## src/rtl/i2c_rp_pkg.sv

```systemverilog
package i2c_rp_pkg;

    localparam int BYTE_W  = 8;
    localparam int CNT_W   = $clog2(BYTE_W);
    localparam int IDX_W   = 7;
    localparam int STRAP_W = 2;
    localparam int DADDR_W = 7;
    localparam int PFX_W   = DADDR_W - STRAP_W;

    typedef enum logic [3:0] {
        ST_IDLE,
        ST_ADDR,
        ST_ADDR_ACK,
        ST_MAP,
        ST_MAP_ACK,
        ST_WDATA,
        ST_WDATA_ACK,
        ST_RDATA,
        ST_RACK,
        ST_IGNORE
    } state_t;

    typedef struct packed {
        logic scl;
        logic sda;
        logic scl_rise;
        logic scl_fall;
        logic start;
        logic stop;
    } bus_ev_t;

    typedef struct packed {
        logic              en;
        logic [IDX_W-1:0]  idx;
        logic [BYTE_W-1:0] data;
    } wr_req_t;

    function automatic logic addr_hit(input logic [DADDR_W-1:0] a,
                                      input logic [PFX_W-1:0]   pfx,
                                      input logic [STRAP_W-1:0] strap);
        return a == {pfx, strap};
    endfunction

endpackage

```

## src/rtl/i2c_rp_sync.sv

```systemverilog
module i2c_rp_sync #(
    parameter int          W       = 2,
    parameter int          STAGES  = 2,
    parameter logic        RST_VAL = 1'b1
) (
    input  logic         clk,
    input  logic         rst,
    input  logic [W-1:0] d,
    output logic [W-1:0] q
);
    logic [W-1:0] stg [STAGES];

    for (genvar g = 0; g < STAGES; g++) begin : g_stage
        if (g == 0) begin : g_first
            always_ff @(posedge clk) begin
                if (rst) stg[g] <= {W{RST_VAL}};
                else     stg[g] <= d;
            end
        end else begin : g_next
            always_ff @(posedge clk) begin
                if (rst) stg[g] <= {W{RST_VAL}};
                else     stg[g] <= stg[g-1];
            end
        end
    end

    assign q = stg[STAGES-1];
endmodule

```

## src/rtl/i2c_rp_busmon.sv

```systemverilog
module i2c_rp_busmon import i2c_rp_pkg::*; #(
    parameter int SYNC_STAGES = 2
) (
    input  logic    clk,
    input  logic    rst,
    input  logic    scl_i,
    input  logic    sda_i,
    output bus_ev_t ev
);
    logic [1:0] lines_s;
    logic       scl_p, sda_p;

    i2c_rp_sync #(.W(2), .STAGES(SYNC_STAGES), .RST_VAL(1'b1)) u_sync (
        .clk (clk),
        .rst (rst),
        .d   ({scl_i, sda_i}),
        .q   (lines_s)
    );

    always_ff @(posedge clk) begin
        if (rst) begin
            scl_p <= 1'b1;
            sda_p <= 1'b1;
        end else begin
            scl_p <= lines_s[1];
            sda_p <= lines_s[0];
        end
    end

    always_comb begin
        ev.scl      = lines_s[1];
        ev.sda      = lines_s[0];
        ev.scl_rise = lines_s[1] & ~scl_p;
        ev.scl_fall = ~lines_s[1] & scl_p;
        ev.start    = lines_s[1] & scl_p & sda_p & ~lines_s[0];
        ev.stop     = lines_s[1] & scl_p & ~sda_p & lines_s[0];
    end
endmodule

```

## src/rtl/i2c_rp_ptr.sv

```systemverilog
module i2c_rp_ptr import i2c_rp_pkg::*; (
    input  logic             clk,
    input  logic             rst,
    input  logic             set_en,
    input  logic [IDX_W-1:0] set_val,
    input  logic             step_en,
    output logic [IDX_W-1:0] ptr
);
    always_ff @(posedge clk) begin
        if (rst)          ptr <= '0;
        else if (set_en)  ptr <= set_val;
        else if (step_en) ptr <= ptr + IDX_W'(1);
    end
endmodule

```

## src/rtl/i2c_rp_engine.sv

```systemverilog
module i2c_rp_engine import i2c_rp_pkg::*; #(
    parameter logic [PFX_W-1:0] DEV_PREFIX = 5'b10011
) (
    input  logic               clk,
    input  logic               rst,
    input  bus_ev_t            ev,
    input  logic [STRAP_W-1:0] strap,
    input  logic [IDX_W-1:0]   ptr,
    input  logic [BYTE_W-1:0]  rd_data,
    output logic               sda_oe,
    output wr_req_t            wr,
    output logic               ptr_set,
    output logic [IDX_W-1:0]   ptr_val,
    output logic               ptr_step,
    output logic               in_read,
    output logic               ignoring
);
    localparam logic [CNT_W-1:0] LAST = CNT_W'(BYTE_W - 1);

    state_t            st;
    logic [CNT_W-1:0]  cnt;
    logic [BYTE_W-1:0] sh;
    logic [BYTE_W-1:0] byte_in;
    logic              ack_ph, rw_q, incr_q, oe_q;
    logic              last_bit;
    wr_req_t           wr_q;

    assign byte_in  = {sh[BYTE_W-2:0], ev.sda};
    assign last_bit = ev.scl_rise && (cnt == LAST) && !ev.start && !ev.stop;

    assign ptr_set  = (st == ST_MAP) && last_bit;
    assign ptr_val  = byte_in[IDX_W-1:0];
    assign ptr_step = wr_q.en & incr_q;
    assign sda_oe   = oe_q;
    assign wr       = wr_q;
    assign in_read  = (st == ST_RDATA) || (st == ST_RACK);
    assign ignoring = (st == ST_IGNORE);

    always_ff @(posedge clk) begin
        if (rst) begin
            st     <= ST_IDLE;
            cnt    <= '0;
            sh     <= '0;
            ack_ph <= 1'b0;
            rw_q   <= 1'b0;
            incr_q <= 1'b0;
            oe_q   <= 1'b0;
            wr_q   <= '0;
        end else begin
            wr_q.en <= 1'b0;
            if (ev.start) begin
                st     <= ST_ADDR;
                cnt    <= '0;
                oe_q   <= 1'b0;
                ack_ph <= 1'b0;
            end else if (ev.stop) begin
                st     <= ST_IDLE;
                cnt    <= '0;
                oe_q   <= 1'b0;
                ack_ph <= 1'b0;
            end else begin
                unique case (st)
                    ST_ADDR, ST_MAP, ST_WDATA: begin
                        if (ev.scl_rise) begin
                            sh  <= byte_in;
                            cnt <= cnt + CNT_W'(1);
                            if (cnt == LAST) begin
                                if (st == ST_ADDR) begin
                                    if (addr_hit(byte_in[BYTE_W-1:1], DEV_PREFIX, strap)) begin
                                        rw_q <= byte_in[0];
                                        st   <= ST_ADDR_ACK;
                                    end else begin
                                        st   <= ST_IGNORE;
                                    end
                                end else if (st == ST_MAP) begin
                                    incr_q <= byte_in[BYTE_W-1];
                                    st     <= ST_MAP_ACK;
                                end else begin
                                    wr_q.en   <= 1'b1;
                                    wr_q.idx  <= ptr;
                                    wr_q.data <= byte_in;
                                    st        <= ST_WDATA_ACK;
                                end
                            end
                        end
                    end
                    ST_ADDR_ACK, ST_MAP_ACK, ST_WDATA_ACK: begin
                        if (ev.scl_fall) begin
                            if (!ack_ph) begin
                                ack_ph <= 1'b1;
                                oe_q   <= 1'b1;
                            end else begin
                                ack_ph <= 1'b0;
                                oe_q   <= 1'b0;
                                cnt    <= '0;
                                if (st == ST_ADDR_ACK && rw_q) begin
                                    st   <= ST_RDATA;
                                    sh   <= rd_data;
                                    oe_q <= ~rd_data[BYTE_W-1];
                                end else if (st == ST_ADDR_ACK) begin
                                    st <= ST_MAP;
                                end else begin
                                    st <= ST_WDATA;
                                end
                            end
                        end
                    end
                    ST_RDATA: begin
                        if (ev.scl_fall) begin
                            cnt <= cnt + CNT_W'(1);
                            if (cnt == LAST) begin
                                oe_q <= 1'b0;
                                st   <= ST_RACK;
                            end else begin
                                sh   <= {sh[BYTE_W-2:0], 1'b0};
                                oe_q <= ~sh[BYTE_W-2];
                            end
                        end
                    end
                    ST_RACK: begin
                        if (ev.scl_rise) begin
                            if (ev.sda) st <= ST_IGNORE;
                            else        ack_ph <= 1'b1;
                        end else if (ev.scl_fall && ack_ph) begin
                            ack_ph <= 1'b0;
                            cnt    <= '0;
                            sh     <= rd_data;
                            oe_q   <= ~rd_data[BYTE_W-1];
                            st     <= ST_RDATA;
                        end
                    end
                    default: begin
                        oe_q <= 1'b0;
                    end
                endcase
            end
        end
    end
endmodule

```

## src/rtl/i2c_regport.sv

```systemverilog
module i2c_regport import i2c_rp_pkg::*; #(
    parameter int               SYNC_STAGES = 2,
    parameter logic [PFX_W-1:0] DEV_PREFIX  = 5'b10011
) (
    input  logic               clk,
    input  logic               rst,
    input  logic               scl_i,
    input  logic               sda_i,
    output logic               sda_oe,
    input  logic [STRAP_W-1:0] strap_i,
    output logic               reg_wr_en,
    output logic [IDX_W-1:0]   reg_wr_addr,
    output logic [BYTE_W-1:0]  reg_wr_data,
    output logic [IDX_W-1:0]   reg_rd_addr,
    input  logic [BYTE_W-1:0]  reg_rd_data
);
    bus_ev_t            ev;
    wr_req_t            wr;
    logic [STRAP_W-1:0] strap_q;
    logic [IDX_W-1:0]   ptr, ptr_val;
    logic               ptr_set, ptr_step;
    logic               in_read, ignoring;
    logic               scl_sync;

    always_ff @(posedge clk) begin
        if (rst) strap_q <= strap_i;
    end

    i2c_rp_busmon #(.SYNC_STAGES(SYNC_STAGES)) u_busmon (
        .clk   (clk),
        .rst   (rst),
        .scl_i (scl_i),
        .sda_i (sda_i),
        .ev    (ev)
    );

    i2c_rp_engine #(.DEV_PREFIX(DEV_PREFIX)) u_engine (
        .clk      (clk),
        .rst      (rst),
        .ev       (ev),
        .strap    (strap_q),
        .ptr      (ptr),
        .rd_data  (reg_rd_data),
        .sda_oe   (sda_oe),
        .wr       (wr),
        .ptr_set  (ptr_set),
        .ptr_val  (ptr_val),
        .ptr_step (ptr_step),
        .in_read  (in_read),
        .ignoring (ignoring)
    );

    i2c_rp_ptr u_ptr (
        .clk     (clk),
        .rst     (rst),
        .set_en  (ptr_set),
        .set_val (ptr_val),
        .step_en (ptr_step),
        .ptr     (ptr)
    );

    assign scl_sync    = ev.scl;
    assign reg_wr_en   = wr.en;
    assign reg_wr_addr = wr.idx;
    assign reg_wr_data = wr.data;
    assign reg_rd_addr = ptr;
endmodule

```

## config.mk

```make
export PLATFORM = sky130hd
export DESIGN_NAME = i2c_regport
export DESIGN_NICKNAME = d
export VERILOG_FILES = /design/src/rtl/i2c_rp_pkg.sv /design/src/rtl/i2c_rp_sync.sv /design/src/rtl/i2c_rp_busmon.sv /design/src/rtl/i2c_rp_ptr.sv /design/src/rtl/i2c_rp_engine.sv /design/src/rtl/i2c_regport.sv
export SDC_FILE = /design/constraint.sdc
export NUM_CORES = 1
export LEC_CHECK = 0
export BUFFER_PORTS_ARGS = -buffer_cell sky130_fd_sc_hd__buf_2
export CAP_MARGIN = 10
export CORE_MARGIN = 4
export CORE_UTILIZATION = 41
export CTS_BUF_LIST = sky130_fd_sc_hd__clkbuf_4
export CTS_CLUSTER_SIZE = 14
export DETAILED_ROUTE_END_ITERATION = 10
export PLACE_DENSITY_LB_ADDON = 0.1
export SYNTH_ARGS = -nofsm -noshare
export SYNTH_HDL_FRONTEND = slang
export SYNTH_HIERARCHICAL = 1
export SYNTH_SLANG_ARGS = --single-unit
```

## constraint.sdc

```tcl
create_clock -name clk -period 3.8 [get_ports clk]
set_clock_uncertainty 0.2 [all_clocks]
set_input_delay 0 -clock clk [delete_from_list [all_inputs] [get_ports clk]]
set_output_delay 0 -clock clk [all_outputs]
set_load 0.005 [all_outputs]
```

==> flow_summary.ini, run 1 <==
[timing]
fin_crit_sh_pct = 71.0
setup_viol = 0
rsz0062_at_grt = false
fin_tns_setup_ns = 0
hold_viol_final = 0
fmax_mhz = 370
min_period_ns = 2.70
slew_viol_final = 0
relSlewSlack_pct = 49.8
tightest_slew_ns = 0.748

[status]
outcome = finished clean

[critical_path]
crit_path_end_kind = flip-flop
path_class = reg2reg
cp-start-kind = flip-flop
r2r_cells = 7
critPathMaxFanout = 10
cpPeakStageDelay_ns = 0.59
critical_path_buf_inv_count = 1
worstPathRequired_ns = 3.85
cp.arrival_ns = 2.75
cp_common_cell = nor2_1
reg2reg_slack_ns = 1.10
r2r_start = u_busmon/u_sync/stg[1][0]$_SDFF_PP1_
worstPathCellList = and4b_1, nor2_1, nand4_1, nor3b_2, buf_4, mux2i_1, nor2_1
reg2reg_to = u_engine/wr[4]$_SDFFE_PP0P_
cp_top_family = simple AND/OR/NAND/NOR gates
slowest_stage = nor3b_2

[detailed_routing]
drt-pass1-iter-count = 4
viasPerCell = 5.49
drc_errors = 0
drt_iter0_markers = 118
vias = 2201
wl_per_cell_um = 15.3
finalWirelength_um = 6140
detail-route-antenna-nets = 0

[grt]
antenna_found_initial = 0
grt_start_max_net_pins = 43
grt-ovfl-total = 0
grt_pass1_vias = 2012
grtUsageTotal_pct = 17.2
grt_pass1_wl_um = 10400

[floorplan]
die_w_um = 87.9
core-area_mm2 = 0.00606
ioPinCount = 38
rows = 28
start_util_pct = 43.2
fp.dieH_um = 87.9
die_area_mm2 = 0.00773

[finish]
final_cell_mix = dfxtp_1 (47), buf_2 (37), nand2_1 (36)
syn_to_final_growth_pct = 13.3
regArea_mm2 = 0.00100
fin_nets = 342
layout-drive-gt1-share_pct = 18.7
final_common_cell = dfxtp_1
antenna-diode-count = 0
nFillCells = 594
multi_input_area_mm2 = 0.00143
fin_util_pct = 49.0

[placed_design]
portBuffers = 37
hpwl_um = 4230
gp_congestion = 0.832

[clocking]
cts.sinks = 49
cts_tree = done
cts.clk_slew.worst_paths_ns = 0.14
numCtsBuffers = 5
h-tree-depth = 2
clock_path_buffers = 2
insertion_delay_ns = 0.38
cts-root-buf = clkbuf_4

[yosys]
synth.avg_cell_area_um2 = 8.97
syn_inst = 292
synth.cell_area_mm2 = 0.00262
yosys_warnings = 6
syn_nets = 309

[power]
pwr-share-comb_pct = 7.0
p_switching_w = 0.000215
power_frac_seq_pct = 58.5
swShare_pct = 23.8
ir_drop_mv = 0.195
p_leak_nw = 1.13
p_int_w = 0.000689
pwr-share-clk_pct = 34.5
power_density_mw_per_mm2 = 305

[hold_path]
hold_end = strap_q[0]$_DFFE_PP_
holdPathStages = 2
min_from = strap_i[0]
hold_path_class = in2reg

[flow_run]
maxCapViolations = 0
-- cell type report --
class	count	area share, %
clock inverter	3	1.39
clock buffer	5	1.26
inverter	7	0.885
timing repair buffer	53	11.4
tap	75	3.16
sequential	49	33.7
multi-input combinational	209	48.2
-- worst max-delay path by stage --
stage,from,endpoint,slack [ns],cells after the start
2_1_floorplan,u_busmon/u_sync/stg[1][0]$_SDFF_PP1_,u_ptr/ptr[6]$_SDFFE_PP0P_,1.59,8
3_3_place_gp,u_busmon/u_sync/stg[1][0]$_SDFF_PP1_,u_engine/wr[0]$_SDFFE_PP0P_,1.14,7
3_5_place_dp,u_busmon/u_sync/stg[1][0]$_SDFF_PP1_,u_engine/wr[5]$_SDFFE_PP0P_,1.11,7
4_1_cts,u_busmon/u_sync/stg[1][0]$_SDFF_PP1_,u_engine/wr[2]$_SDFFE_PP0P_,1.07,7
5_1_grt,u_busmon/u_sync/stg[1][0]$_SDFF_PP1_,u_ptr/ptr[6]$_SDFFE_PP0P_,0.84,7
6_report,u_busmon/u_sync/stg[1][0]$_SDFF_PP1_,u_engine/wr[4]$_SDFFE_PP0P_,1.10,7
-- through the flow --
step	std cells	cell area, um2	total power (W)	hold WS (ns)	setup WS, ns
floorplan	292	2620	0.000577	-0.131	1.59
global placement	380	2760	0.000593	-0.0219	1.14
detailed placement	380	2760	0.000593	-0.0188	1.11
CTS	401	2970	0.000914	0.124	1.07
global route	401	2970	0.000946	0.124	0.841
finish	401	2970	0.000904	0.145	1.10
-- sequential cells by signal (all words and copies together), names as in the netlist --
| register | flops |
|---|---|
| u_engine/wr | 16 |
| u_engine/sh | 7 |
| u_ptr/ptr | 7 |
| u_busmon/u_sync/stg | 4 |
| u_engine/st | 4 |
| u_engine/cnt | 3 |
| strap_q | 2 |
| u_busmon/scl_p | 1 |
| u_busmon/sda_p | 1 |
| u_engine/ack_ph | 1 |
| u_engine/incr_q | 1 |
| u_engine/rw_q | 1 |
| u_engine/sda_oe | 1 |
-- metal layers --
metal / wire, um / global-route usage (%)
met3: 256 / 3.67
met5: 0 / 0
met4: 69 / 5.16
met1: 3160 / 25.1
met2: 2660 / 25.2
-- power by group through the flow --
stage,combinational [W],sequential (W),clock (W)
2_1_floorplan,0.0000388,0.000538,0
3_3_place_gp,0.0000533,0.000540,0
3_5_place_dp,0.0000531,0.000540,0
4_1_cts,0.0000635,0.000529,0.000322
5_1_grt,0.0000714,0.000530,0.000345
6_report,0.0000636,0.000528,0.000312
-- timing repair --
action / in CTS / in global routing
hold buffers: 13 / 0
setup buffers: 0 / 0
hold endpoints to repair: 30 / 0
gates resized for setup: 0 / 0
No activity file was read; power rests on OpenSTA's default activity.
==> run 2: changes to the inputs <==
==> constraint.sdc (replaced) <==
create_clock -name clk -period 2.6 [get_ports clk]
set_clock_uncertainty 0.2 [all_clocks]
set_input_delay 0 -clock clk [delete_from_list [all_inputs] [get_ports clk]]
set_output_delay 0 -clock clk [all_outputs]
set_load 0.005 [all_outputs]
==> flow_summary.ini, run 2 (synthesized netlist as in run 1, its figures left out) <==
[critical_path]
crit_path_end_kind = flip-flop
cp-start-kind = flip-flop
r2r_cells = 6
critical_path_depth = 6
critPathMaxFanout = 9
slowest_stage = dfxtp_1
cp_top_family = compound AO/OA/AOI/OAI gates
path_class = reg2reg
cp.arrival_ns = 2.44
worstPathCellList = buf_4, nand2b_1, a21oi_1, o31a_1, a31oi_1, a311oi_1
cpPeakStageDelay_ns = 0.56
worstPathRequired_ns = 2.68
critical_path_buf_inv_count = 1

[detailed_routing]
drt_iter0_markers = 134
viasPerCell = 5.43
wl_per_cell_um = 15.7
drt-pass1-iter-count = 5
drc_errors = 0
detail-route-antenna-nets = 0
finalWirelength_um = 6530
vias = 2266

[hold_path]
holdPathStages = 2
hold_path_class = in2reg

[flow_run]
maxCapViolations = 0

[status]
outcome = finished clean

[finish]
syn_to_final_growth_pct = 18.2
nFillCells = 583
layout-drive-gt1-share_pct = 22.8
final_cell_mix = dfxtp_1 (46), buf_2 (37), nand2_1 (36)
final_cells = 417
fin_util_pct = 51.1
antenna-diode-count = 0
fin_nets = 358
largest_reg_flops = 16
final_common_cell = dfxtp_1

[clocking]
cts-root-buf = clkbuf_4
postCtsSetupBuffers = 0
cts.clk_slew.worst_paths_ns = 0.15
h-tree-depth = 2
clock_path_buffers = 2
insertion_delay_ns = 0.38
numCtsBuffers = 5
cts_tree = done
cts.sinks = 49

[timing]
fin_crit_sh_pct = 90.9
hold_viol_final = 0
fin_ws_ns = 0.236
relSlewSlack_pct = 55.1
fmax_mhz = 423
rsz0062_at_grt = false
setup_viol = 0
slew_viol_final = 0
fin_tns_setup_ns = 0
hold_slack_ns = 0.117
min_period_ns = 2.36
tightest_slew_ns = 0.672

[floorplan]
die_area_mm2 = 0.00773
start_util_pct = 43.2
ioPinCount = 38
fp.dieH_um = 87.9
die_w_um = 87.9
rows = 28
core-area_mm2 = 0.00606

[grt]
grt-ovfl-total = 0
grt_start_max_net_pins = 27
grt_pass1_wl_um = 10800
antenna_found_initial = 0
grtUsageTotal_pct = 18.0
grt_pass1_vias = 2183

[power]
power_density_mw_per_mm2 = 438
p_leak_nw = 1.21
ir_drop_mv = 0.218

[placed_design]
dp_slack_ns = 0.172
portBuffers = 37
placed_cells = 395
gp_congestion = 0.853
hpwl_um = 4530
==> run 2: cell types whose count changed in the layout (fill, tap and decap cells not counted), sizes merged <==
cell / delta
dlygate4sd3: +1
buf: +15
clkbuf: +1
clkinv: -1
clkinvlp: -1
inv: +1
==> run 2: worst paths after layout <==
path                                                      startpoint                              endpoint  slack [ns]
worst min-delay path                                      strap_i[1]                  strap_q[1]$_DFFE_PP_        0.12
worst max-delay path                     u_engine/st[0]$_SDFFE_PP0P_           u_engine/sh[1]$_SDFFE_PP0P_        0.24
worst min register to register  u_busmon/u_sync/stg[0][1]$_SDFF_PP1_  u_busmon/u_sync/stg[1][1]$_SDFF_PP1_        0.24
worst max register to register           u_engine/st[0]$_SDFFE_PP0P_           u_engine/sh[1]$_SDFFE_PP0P_        0.24
==> run 2: layer usage <==
| metal | GRT usage, % | part of all wire, % |
|---|---|---|
| met1 | 25.1 | 47 |
| met2 | 27.3 | 44 |
| met3 | 3.67 | 6.2 |
| met4 | 6.97 | 2.3 |
| met5 | 0 | 0 |
==> run 2: what timing repair did <==
action,4_1_cts,5_1_grt
setup endpoints to repair,0,9
hold buffers,14,0
gates resized for setup,0,1
hold endpoints to repair,20,0
==> run 2: worst register-to-register path, stage by stage (launching register included) <==
cell and delay [ns]:
dfxtp_1 0.56, buf_4 0.23, nand2b_1 0.09, a21oi_1 0.32
o31a_1 0.38, a31oi_1 0.14, a311oi_1 0.35
==> run 2: final cells by class <==
type	count	area, um2	share of cell area (%)
Sequential cell	49	1000	32.4
Tap cell	75	93.8	3.03
Timing Repair Buffer	69	460	14.9
Clock buffer	6	45.0	1.45
Clock inverter	2	38.8	1.25
Multi-Input combinational cell	209	1430	46.2
Inverter	7	26.3	0.848
==> run 2: through the flow <==
step           total power [W]  area (um2)
2_1_floorplan         0.000843        2620
3_3_place_gp          0.000874        2870
3_5_place_dp          0.000874        2870
4_1_cts                0.00137        3100
5_1_grt                0.00141        3100
6_report               0.00136        3100
==> run 2: power breakdown <==
| group | total, W | leakage, nW | internal [W] | switching [W] |
|---|---|---|---|---|
| Clock | 0.000480 | 0.0463 | 0.000217 | 0.000263 |
| Combinational | 0.000100 | 0.769 | 0.0000475 | 0.0000528 |
| Sequential | 0.000775 | 0.399 | 0.000766 | 0.00000927 |
==> run 3: changes to the inputs <==
--- a/config.mk
+++ b/config.mk
@@ -10,7 +10,7 @@
 export CORE_MARGIN = 4
 export CORE_UTILIZATION = 41
 export CTS_BUF_LIST = sky130_fd_sc_hd__clkbuf_4
-export CTS_CLUSTER_SIZE = 14
+export CTS_CLUSTER_SIZE = 28
 export DETAILED_ROUTE_END_ITERATION = 10
 export PLACE_DENSITY_LB_ADDON = 0.1
 export SYNTH_ARGS = -nofsm -noshare
==> constraint.sdc (replaced) <==
create_clock -name clk -period 2.3 [get_ports clk]
set_clock_uncertainty 0.2 [all_clocks]
set_input_delay 0 -clock clk [delete_from_list [all_inputs] [get_ports clk]]
set_output_delay 0 -clock clk [all_outputs]
set_load 0.005 [all_outputs]
==> flow_summary.ini, run 3 (synthesized netlist as in run 1, its figures left out) <==
[hold_path]
hold_path_class = in2reg
hold_end = strap_q[0]$_DFFE_PP_
min_from = strap_i[0]
holdPathStages = 2

[finish]
nFillCells = 582
syn_to_final_growth_pct = 18.9
final_common_cell = dfxtp_1
layout-drive-gt1-share_pct = 23.8
antenna-diode-count = 0
design_area_mm2 = 0.00311
final_cell_mix = dfxtp_1 (46), buf_2 (37), nand2_1 (36)
largest_reg_flops = 16
fin_nets = 361

[grt]
grt_start_max_net_pins = 23
grt.met1_usage_pct = 26.0
gr-usage-met2_pct = 25.7
grt_pass1_wl_um = 10700
antenna_found_initial = 0
grtUsageTotal_pct = 17.4
grt_pass1_vias = 2093
busiest_layer = met1
met3_usage_pct = 2.92
grt-ovfl-total = 0

[detailed_routing]
vias = 2240
drt-pass1-iter-count = 4
finalWirelength_um = 6350
drc_errors = 0
viasPerCell = 5.33
wl_per_cell_um = 15.1
drt_iter0_markers = 98
detail-route-antenna-nets = 0

[clocking]
cts-root-buf = clkbuf_4
clock_path_buffers = 2
numCtsBuffers = 5
cts.sinks = 49
cts_tree = done
insertion_delay_ns = 0.38
cts.clk_slew.worst_paths_ns = 0.16
h-tree-depth = 2

[critical_path]
reg2reg_to = u_engine/rw_q$_SDFFE_PP0P_
critPathMaxFanout = 5
cp.arrival_ns = 2.18
path_class = reg2reg
reg2reg_slack_ns = 0.20
worstPathRequired_ns = 2.37
cp-start-kind = flip-flop
r2r_cells = 5
r2r_start = u_engine/sh[6]$_SDFFE_PP0P_
crit_path_end_kind = flip-flop

[timing]
rsz0062_at_grt = false
slew_viol_final = 0
tightest_slew_ns = 0.461
fin_ws_ns = 0.198
fin_crit_sh_pct = 91.4
fin_tns_setup_ns = 0
relSlewSlack_pct = 69.1
min_period_ns = 2.10
hold_viol_final = 0
setup_viol = 0
fmax_mhz = 476

[power]
ir_drop_mv = 0.306
p_leak_nw = 1.22
power_density_mw_per_mm2 = 457

[placed_design]
dpl_cell_area_mm2 = 0.00291
gp_congestion = 0.873
portBuffers = 37
hpwl_um = 4530
dp_slack_ns = 0.0912

[flow_run]
maxCapViolations = 0

[floorplan]
die_w_um = 87.9
die_area_mm2 = 0.00773
rows = 28
start_util_pct = 43.2
core-area_mm2 = 0.00606
ioPinCount = 38
fp.dieH_um = 87.9

[status]
outcome = finished clean
==> run 3: cell count changes in the layout (fill, tap and decap cells not counted), sizes merged <==
cell    delta
clkinv     +2
buf        +3
clkbuf     -1
bufinv     -1
==> run 3: critical path: stages, from the launching register on <==
cell,delay (ns)
dfxtp_1,0.51
or3b_1,0.39
nor4_2,0.33
nor3b_1,0.30
mux2i_1,0.22
nor2_1,0.05
==> run 3: repair_timing <==
item,CTS,global route
endpoints found under the setup margin,0,10
hold buffers,14,0
setup buffers,0,0
endpoints found under the hold margin,24,0
resized for setup,0,2
==> run 3: per-layer routing <==
metal | vias to the layer above | wire [um]
li1 | 1150 | -
met1 | 1021 | 3320
met2 | 62 | 2680
met3 | 7 | 287
met4 | 0 | 67
met5 | - | 0
==> run 3: how the worst max path moves through the flow <==
stage,depth (start not counted),startpoint,end,slack (ns)
after global placement,6,u_engine/st[1]$_SDFFE_PP0P_,u_engine/sh[2]$_SDFFE_PP0P_,0.12
after global routing,6,u_busmon/u_sync/stg[1][1]$_SDFF_PP1_,u_engine/sh[0]$_SDFFE_PP0P_,0.06
after floorplan,8,u_busmon/u_sync/stg[1][0]$_SDFF_PP1_,u_ptr/ptr[6]$_SDFFE_PP0P_,0.09
after CTS,5,u_engine/st[1]$_SDFFE_PP0P_,u_engine/sh[0]$_SDFFE_PP0P_,0.09
final,5,u_engine/sh[6]$_SDFFE_PP0P_,u_engine/rw_q$_SDFFE_PP0P_,0.20
after detailed placement,5,u_engine/st[1]$_SDFFE_PP0P_,u_engine/sh[0]$_SDFFE_PP0P_,0.09
==> run 3: layout make-up <==
| class | instances | area, um2 | share of cell area [%] |
|---|---|---|---|
| clock buffers | 5 | 37.5 | 1.21 |
| inverters | 7 | 26.3 | 0.844 |
| multi-input cells | 209 | 1430 | 46.0 |
| repair buffers | 72 | 495 | 15.9 |
| clock inverters | 3 | 26.3 | 0.844 |
| flip-flops and latches | 49 | 1000 | 32.2 |
| well taps | 75 | 93.8 | 3.01 |
==> run 3: where the power goes <==
group,switching [W],internal (W)
combinational,0.0000626,0.0000572
clock,0.000303,0.000128
sequential,0.00000769,0.000866
total,0.000374,0.00105
==> run 3: metrics by stage <==
stage	hold WS, ns	total power (W)	cells	util [%]
6_report	0.113	0.00142	420	51.4
5_1_grt	0.108	0.00149	420	51.4
4_1_cts	0.101	0.00144	420	51.3
3_5_place_dp	-0.0201	0.000992	398	48.0
3_3_place_gp	-0.0169	0.000992	398	48.0
2_1_floorplan	-0.131	0.000953	292	-
